[src/rtl/rstq_pkg.sv]
package rstq_pkg;
  typedef enum logic [1:0] {
    MODE_RUN   = 2'b00,
    MODE_IDLE  = 2'b01,
    MODE_PDOWN = 2'b10,
    MODE_RSVD  = 2'b11
  } pwr_mode_e;

  localparam int unsigned SYNC_DEPTH = 2;
endpackage

[src/rtl/rstq_sync.sv]
// Multi-stage level synchronizer for the asynchronous pin sense.
module rstq_sync #(
  parameter int unsigned STAGES = 2,
  parameter bit          INIT   = 1'b1
) (
  input  logic clk,
  input  logic rst,
  input  logic d,
  output logic q
);
  logic [STAGES-1:0] chain;

  genvar g;
  generate
    for (g = 0; g < STAGES; g++) begin : g_stage
      if (g == 0) begin : g_first
        always_ff @(posedge clk) begin
          if (rst) chain[g] <= INIT;
          else     chain[g] <= d;
        end
      end else begin : g_next
        always_ff @(posedge clk) begin
          if (rst) chain[g] <= INIT;
          else     chain[g] <= chain[g-1];
        end
      end
    end
  endgenerate

  assign q = chain[STAGES-1];
endmodule

[src/rtl/rstq_fall_det.sv]
// Falling-edge detector on the synchronized pin level, masked while the
// block itself is pulling the pin (its own pull must not retrigger it).
module rstq_fall_det (
  input  logic clk,
  input  logic rst,
  input  logic lvl,
  input  logic mask,
  output logic fall
);
  logic lvl_d;

  always_ff @(posedge clk) begin
    if (rst) lvl_d <= 1'b1;
    else     lvl_d <= lvl;
  end

  assign fall = lvl_d & ~lvl & ~mask;
endmodule

[src/rtl/rstq_pulse_timer.sv]
// Counts state-time strobes while the pull-down is active.
// A start (re)loads the full length and has priority over a strobe.
module rstq_pulse_timer #(
  parameter int unsigned LEN = 16
) (
  input  logic clk,
  input  logic rst,
  input  logic start,
  input  logic tick,
  output logic active
);
  localparam int unsigned CW = $clog2(LEN + 1);

  logic [CW-1:0] remain;

  always_ff @(posedge clk) begin
    if (rst) begin
      active <= 1'b1;
      remain <= CW'(LEN);
    end else if (start) begin
      active <= 1'b1;
      remain <= CW'(LEN);
    end else if (active && tick) begin
      remain <= remain - CW'(1);
      if (remain == CW'(1)) active <= 1'b0;
    end
  end
endmodule

[src/rtl/rstq_release.sv]
// Core reset, start strobe, power-mode override and fetch vector.
module rstq_release #(
  parameter int unsigned     VEC_W  = 24,
  parameter logic [VEC_W-1:0] VECTOR = 24'hFF2080
) (
  input  logic             clk,
  input  logic             rst,
  input  logic             trig,
  input  logic             pulling,
  input  logic             pin_hi,
  input  logic [1:0]       mode_req,
  output logic             core_rst,
  output logic             core_start,
  output logic [1:0]       mode_out,
  output logic [VEC_W-1:0] fetch_addr
);
  import rstq_pkg::*;

  logic hold_d;

  assign hold_d = trig | pulling | ~pin_hi;

  always_ff @(posedge clk) begin
    if (rst) begin
      core_rst   <= 1'b1;
      core_start <= 1'b0;
      mode_out   <= MODE_RUN;
      fetch_addr <= VECTOR;
    end else begin
      core_rst   <= hold_d;
      core_start <= core_rst & ~hold_d;
      mode_out   <= hold_d ? MODE_RUN : mode_req;
      if (hold_d) fetch_addr <= VECTOR;
    end
  end
endmodule

[src/rtl/pin_reset_sequencer.sv]
module pin_reset_sequencer #(
  parameter int unsigned      PULSE_LEN = 16,
  parameter int unsigned      REQ_W     = 3,
  parameter int unsigned      VEC_W     = 24,
  parameter logic [VEC_W-1:0] VECTOR    = 24'hFF2080
) (
  input  logic             clk,
  input  logic             rst,
  input  logic             state_en,
  input  logic             pin_sense,
  input  logic [REQ_W-1:0] int_req,
  input  logic [1:0]       mode_req,
  output logic             pin_pull,
  output logic             core_rst,
  output logic             core_start,
  output logic [1:0]       mode_out,
  output logic [VEC_W-1:0] fetch_addr
);
  import rstq_pkg::*;

  logic pin_s;
  logic ext_fall;
  logic any_req;
  logic trig;

  rstq_sync #(.STAGES(SYNC_DEPTH), .INIT(1'b1)) u_sync (
    .clk (clk),
    .rst (rst),
    .d   (pin_sense),
    .q   (pin_s)
  );

  rstq_fall_det u_fall (
    .clk  (clk),
    .rst  (rst),
    .lvl  (pin_s),
    .mask (pin_pull),
    .fall (ext_fall)
  );

  assign any_req = |int_req;
  assign trig    = ext_fall | any_req;

  rstq_pulse_timer #(.LEN(PULSE_LEN)) u_timer (
    .clk    (clk),
    .rst    (rst),
    .start  (trig),
    .tick   (state_en),
    .active (pin_pull)
  );

  rstq_release #(.VEC_W(VEC_W), .VECTOR(VECTOR)) u_rel (
    .clk        (clk),
    .rst        (rst),
    .trig       (trig),
    .pulling    (pin_pull),
    .pin_hi     (pin_s),
    .mode_req   (mode_req),
    .core_rst   (core_rst),
    .core_start (core_start),
    .mode_out   (mode_out),
    .fetch_addr (fetch_addr)
  );
endmodule

[config.mk]
export PLATFORM = sky130hd
export DESIGN_NAME = pin_reset_sequencer
export DESIGN_NICKNAME = d
export VERILOG_FILES = /design/src/rtl/rstq_pkg.sv /design/src/rtl/rstq_sync.sv /design/src/rtl/rstq_fall_det.sv /design/src/rtl/rstq_pulse_timer.sv /design/src/rtl/rstq_release.sv /design/src/rtl/pin_reset_sequencer.sv
export SDC_FILE = /design/constraint.sdc
export NUM_CORES = 1
export LEC_CHECK = 0
export BUFFER_PORTS_ARGS = -buffer_cell sky130_fd_sc_hd__buf_2
export CORE_MARGIN = 8
export CORE_UTILIZATION = 35
export CTS_CLUSTER_DIAMETER = 100
export DETAILED_ROUTE_END_ITERATION = 6
export PLACE_DENSITY = 0.67
export RECOVER_POWER = 50
export SYNTH_ARGS = -nofsm -noshare
export SYNTH_HDL_FRONTEND = slang
export SYNTH_HIERARCHICAL = 1
export SYNTH_SLANG_ARGS = --single-unit
[constraint.sdc]
create_clock -name clk -period 2.9 [get_ports clk]
set_input_delay 0.58 -clock clk [delete_from_list [all_inputs] [get_ports clk]]
set_output_delay 0.58 -clock clk [all_outputs]
set_load 0.05 [all_outputs]
==> flow_summary.yaml, run 1 <==
clock_tree:
  cts_buffer_depth: 2
  clock-root-buffer: "clkbuf_4"
  clk_transition_reported_paths_ns: 0.07
  holdBufCountCts: 0
  cts_sinks: 13
  cts_tree: "built"
  clock_latency_ns: 0.27
  htree_num_levels: 1
  numCtsBuffers: 3
  cts_setup_buffers: 0
  post_cts_resized: 0
power:
  irDropWorstVdd_uv: 232
  power_uw: 374
  p_leak_nw: 0.304
  powerDensity_nw_per_um2: 544
cells_and_area:
  diodes: 0
  final_cell_mix: "conb_1, dfxtp_1, buf_2, clkbuf_1, nor2_1"
  final_nets: 101
  synthToLayoutAreaGrowth_pct: 0.917
  post-route-util_pct: 36.2
  final_common_cell: "conb_1"
  layout-drive-gt1-share_pct: 13.5
sta:
  fin_ws_ns: 1.08
  timing.hold.ws_ns: 0.407
  hold_viol_final: 0
  tightest_slew_ns: 0.608
  slew_violations: 0
  skew_ns: 0.00780
  period_minus_slack_ns: 1.82
  rsz0062_at_grt: "false"
  timing.final.crit_share_pct: 62.7
  slew_headroom_pct: 59.7
  setup_viol: 0
  max_freq_mhz: 550
  tns_ns: 0
yosys:
  ys_seq_elements: 13
  syn_inst: 74
  yosysUniqueCellTypes: 22
  ys_seq_area_share_pct: 38.2
  synth.cell_area_um2: 682
  avgSynthCellArea_um2: 9.21
  yosys_warnings: 6
place:
  gp_congestion: 0.669
  pre_cts_ws_ns: 0.889
  port_buffers: 13
  post-dp-hpwl_um: 924
worst_setup_path:
  worstSetupEndpointType: "flip-flop"
  start_kind: "flip-flop"
  critPathMaxStageDelay_ns: 0.53
  worstPathArrival_ns: 2.04
  crit_path_max_fanout: 8
  required_ns: 3.12
  slowest_stage: "nor4b_1"
  worstSetupPathType: "flip-flop to flip-flop"
  r2r_slack_ns: 1.08
  reg2reg_depth: 4
  path_cells: "nor3b_1, or4_1, nor4b_1, and2_1"
status:
  status: "completed"
floorplanning:
  start_util_pct: 35.9
  die_w_um: 60.1
  dieArea_um2: 3620
  rows: 16
  coreArea_um2: 1900
  dieHeight_um: 60.1
  io_pins: 38
detailed_routing:
  first_iter_violations: 5
  wl_mm: 1.09
  first_pass_iters: 3
  num_vias: 438
  ant_nets: 0
  viasPerCell: 3.78
  drc: 0
  wire_per_inst_um: 9.37
global_route:
  grt_pass1_wl_mm: 1.68
  grt_max_degree: 9
  grt_use_total_pct: 6.46
  antenna_found_initial: 0
  gr-total-overflow: 0
  grt_pass1_vias: 414
min_path:
  holdPathStages: 1
  min-delay-path-class: "flip-flop to flip-flop"
flow_run:
  cap_viol_max_count: 0
-- state kept, by name, summed over array words and instances, names as in the netlist --
register          flops
u_timer/remain        5
u_timer/active        1
u_sync/q              1
u_rel/mode_out        2
u_rel/core_start      1
u_rel/core_rst        1
u_sync/chain          1
u_fall/lvl_d          1
-- worst paths after layout --
| path | startpoint | to |
|---|---|---|
| worst max-delay path | u_timer/active$_SDFFE_PP1P_ | u_rel/mode_out[1]$_SDFF_PP0_ |
| worst min-delay path | u_sync/chain[0]$_SDFF_PP1_ | u_sync/q$_SDFF_PP1_ |
| worst max register to register | u_timer/active$_SDFFE_PP1P_ | u_rel/mode_out[1]$_SDFF_PP0_ |
| worst min register to register | u_sync/chain[0]$_SDFF_PP1_ | u_sync/q$_SDFF_PP1_ |
-- metrics by stage --
stage,instance area (um2),std cells
after floorplan,764,96
after global placement,683,112
after detailed placement,683,112
after CTS,709,116
after global routing,688,116
final,688,116
-- critical path, delay by kind of cell (launching register included) --
family        cells  cell delay, ns
simple gates      4            1.32
flops             1            0.46
-- routing by layer --
metal	vias up	track usage (%)	part of all wire [%]
met5	-	0	0
met4	0	5.10	2.9
met3	2	3.87	14
met2	27	10.1	44
met1	186	5.98	39
li1	223	-	-
-- cells in the mapped netlist --
| library cell | n | area share [%] |
|---|---|---|
| nand2_1 | 3 | 1.7 |
| and2_1 | 3 | 2.8 |
| nor3b_1 | 1 | 1.1 |
| o41ai_1 | 1 | 1.3 |
| ha_1 | 2 | 3.7 |
| a311oi_1 | 1 | 1.3 |
| and4_1 | 1 | 1.3 |
| dfxtp_1 | 13 | 38 |
| or4_1 | 1 | 1.1 |
| inv_1 | 3 | 1.7 |
| and3_1 | 1 | 0.92 |
| a211oi_1 | 1 | 1.1 |
| or3_1 | 2 | 1.8 |
| nor2_1 | 5 | 2.8 |
| or2_2 | 1 | 0.92 |
| conb_1 | 2 | 1.1 |
| a21oi_1 | 2 | 1.5 |
| nor4b_4 | 1 | 3.5 |
| or2_1 | 3 | 2.8 |
| xnor2_1 | 2 | 2.6 |
| buf_4 | 24 | 26 |
| o21ai_0 | 1 | 0.73 |
-- final cells by class --
type / instances / area, um2
timing repair buffer: 13 / 58.8
fill: 212 / 1210
multi-input combinational: 56 / 298
inverter: 3 / 11.3
sequential: 13 / 260
clock buffer: 4 / 26.3
tap: 27 / 33.8
-- cells by family (layout without fill, tap and decap cells) --
| logic type | after synthesis | after routing | synth area share (%) |
|---|---|---|---|
| buffers and inverters | 27 | 20 | 28.1 |
| and+or+nand+nor | 22 | 22 | 20.6 |
| DFF | 13 | 13 | 38.2 |
| AOI/OAI and AO/OA | 6 | 6 | 5.87 |
| adders and majority gates | 2 | 2 | 3.67 |
| other | 2 | 24 | 1.10 |
| xor gates and xnor gates | 2 | 2 | 2.57 |
-- power by group --
group / switching (mW) / total, mW / internal, mW
clock network: 0.0533 / 0.107 / 0.0533
registers: 0.00157 / 0.183 / 0.181
logic: 0.0757 / 0.0849 / 0.00919
total: 0.131 / 0.374 / 0.244
Power figures use the tool's default switching activity.
==> inputs of run 2 (changes only) <==
--- a/config.mk
+++ b/config.mk
@@ -5,12 +5,13 @@
 export SDC_FILE = /design/constraint.sdc
 export NUM_CORES = 1
 export LEC_CHECK = 0
+export ABC_AREA = 1
 export BUFFER_PORTS_ARGS = -buffer_cell sky130_fd_sc_hd__buf_2
 export CORE_MARGIN = 8
 export CORE_UTILIZATION = 35
 export CTS_CLUSTER_DIAMETER = 100
 export DETAILED_ROUTE_END_ITERATION = 6
-export PLACE_DENSITY = 0.67
+export PLACE_DENSITY = 0.68
 export RECOVER_POWER = 50
 export SYNTH_ARGS = -nofsm -noshare
 export SYNTH_HDL_FRONTEND = slang
==> constraint.sdc (replaced) <==
create_clock -name clk -period 1.65 [get_ports clk]
set_input_delay 0.33 -clock clk [delete_from_list [all_inputs] [get_ports clk]]
set_output_delay 0.33 -clock clk [all_outputs]
set_load 0.05 [all_outputs]
==> flow_summary.yaml, run 2 <==
worst_setup_path:
  reg2reg_depth: 6
  worstPathArrival_ns: 1.05
  endpoint: "mode_out[1]"
  r2r_slack_ns: 0.44
  rr_startpoint: "u_timer/active$_SDFFE_PP1P_"
  required_ns: 1.32
  crit_buf_inv: 1
  cp_num_cells: 1
  worstSetupPathType: "flip-flop to output pin"
  cp-startpoint: "u_rel/mode_out[1]$_SDFF_PP0_"
  crit_family: "buffers and inverters"
  start_kind: "flip-flop"
  slowest_stage: "clkbuf_1"
  critPathMaxStageDelay_ns: 0.47
  path_cells: "clkbuf_1"
  crit_path_max_fanout: 1
  worstSetupEndpointType: "output pin"
  rr_endpoint: "u_timer/remain[1]$_SDFFE_PP0P_"
power:
  swShare_pct: 36.7
  p_comb_share_pct: 23.5
  p_sw_uw: 249
  irDropWorstVdd_uv: 317
  clock_power_share_pct: 29.1
  p_leak_nw: 0.409
  powerDensity_nw_per_um2: 924
  p_seq_share_pct: 47.4
  p_int_uw: 429
sta:
  slew_violations: 0
  period_minus_slack_ns: 1.38
  hold_viol_final: 0
  tightest_slew_ns: 0.599
  max_freq_mhz: 724
  fin_ws_ns: 0.268
  timing.hold.ws_ns: 0.224
  setup_viol: 0
  rsz0062_at_grt: "false"
  timing.final.crit_share_pct: 83.8
  skew_ns: 0.00666
  slew_headroom_pct: 60.2
  tns_ns: 0
place:
  gp_congestion: 0.792
  pre_cts_ws_ns: 0.455
  post-dp-hpwl_mm: 1.04
  port_buffers: 13
clock_tree:
  cts_sinks: 13
  cts_tree: "built"
  numCtsBuffers: 3
  htree_num_levels: 1
  clock_latency_ns: 0.28
  clk_transition_reported_paths_ns: 0.07
  cts_setup_buffers: 0
  post_cts_resized: 0
  holdBufCountCts: 0
  clock-root-buffer: "clkbuf_4"
  cts_buffer_depth: 2
yosys:
  yosysUniqueCellTypes: 18
  synth_top_cell_area_share_pct: 36.6
  synth-edff-count: 0
  synth.cell_area_um2: 712
  synth-compound-area-share_pct: 3.87
  synth_top_family_by_area: "buffers and inverters"
  yosysMostFrequentCell: "buf_4"
  ys_top_cells_by_count: "buf_4, dfxtp_1, inv_1"
  synth.area.top_cells: "dfxtp_1, buf_4, inv_1"
  synth_xor_area_share_pct: 0
  avgSynthCellArea_um2: 7.74
  synth_fa_ha_area_share_pct: 3.51
  yosysTopAreaCell: "dfxtp_1"
  synthSimpleGateAreaFrac_pct: 22.8
  synthMuxAreaShare_pct: 0
  async_flop_share_pct: 0
  synth_ff_type: "dfxtp_1"
  syn_inst: 92
  ys_seq_area_share_pct: 36.6
  ys_seq_elements: 13
  yosys_warnings: 6
floorplanning:
  die_w_um: 61.1
  dieHeight_um: 61.1
  io_pins: 38
  coreArea_um2: 1940
  rows: 16
  start_util_pct: 36.7
  dieArea_um2: 3730
detailed_routing:
  drc: 0
  first_iter_violations: 4
  wire_per_inst_um: 9.20
  wl_mm: 1.23
  num_vias: 486
  first_pass_iters: 4
  ant_nets: 0
  viasPerCell: 3.63
min_path:
  min-delay-path-class: "primary input to flip-flop"
  worstHoldStart: "pin_sense"
cells_and_area:
  largestRegisters: "u_timer/remain (5), u_rel/mode_out (2)"
  final_common_cell: "conb_1"
  final_nets: 119
  synthToLayoutAreaGrowth_pct: 2.99
  largest_reg_flops: 5
  final_cell_mix: "conb_1, dfxtp_1, inv_1, nor2_1"
  diodes: 0
  layout-drive-gt1-share_pct: 18.7
  n_fill_cell: 218
  top_register: "u_timer/remain"
status:
  status: "completed"
global_route:
  grt_pass1_vias: 453
  antenna_found_initial: 0
  gr-total-overflow: 0
  grt_use_total_pct: 7.05
  grt_max_degree: 8
  grt_pass1_wl_mm: 1.86
flow_run:
  cap_viol_max_count: 0
run 2: cell types whose count changed after synthesis, moves of 3 or more:
cell | before | now
inv_1 | 3 | 12
nor2_2 | 0 | 3
nand3_1 | 0 | 3
nand2_1 | 3 | 9
nor2_1 | 5 | 11
run 2: per-layer routing:
metal  global-route usage [%]  wire [um]  vias up
met1                     6.54        447      207
met5                        0          0        -
met2                     11.2        632       18
met3                     3.13        123        4
li1                         -          -      257
met4                     6.98         29        0
run 2: through the flow:
stage / total power, mW / instances / util [%] / cell area [um2]
final: 0.678 / 134 / 37.8 / 733
after global routing: 0.709 / 134 / 37.8 / 733
after CTS: 0.684 / 134 / 38.1 / 739
after detailed placement: 0.486 / 130 / 36.7 / 713
after global placement: 0.485 / 130 / 36.7 / 713
after floorplan: 0.515 / 114 / - / 795
run 2: worst min path at each step:
stage                     cells after the start                    endpoint  slack [ns]
final                                         3  u_sync/chain[0]$_SDFF_PP1_        0.22
after global routing                          3  u_sync/chain[0]$_SDFF_PP1_        0.22
after CTS                                     3  u_sync/chain[0]$_SDFF_PP1_        0.21
after detailed placement                      2         u_sync/q$_SDFF_PP1_        0.40
after global placement                        2         u_sync/q$_SDFF_PP1_        0.39
after floorplan                               2         u_sync/q$_SDFF_PP1_        0.39
run 2: layout make-up:
cell class                 instances  area [um2]  share of cell area (%)
clock buffer                       4        26.3                    3.58
inverter                          13        48.8                    6.66
multi-input combinational         64         303                    41.3
sequential                        13         260                    35.5
tap                               27        33.8                    4.61
timing repair buffer              13        61.3                    8.36
run 2: cell families after synthesis:
| logic type | count (synthesis) |
|---|---|
| simple gates | 33 |
| fa+ha+maj | 2 |
| compound gates | 5 |
| buf+inv | 37 |
| other cells | 2 |
| flops | 13 |
run 2: power by group through the flow:
stage	Sequential [mW]	Clock (mW)	Combinational, mW
floorplan	0.328	0	0.187
global placement	0.329	0	0.156
detailed placement	0.329	0	0.157
CTS	0.321	0.205	0.158
global route	0.322	0.218	0.169
finish	0.321	0.197	0.159
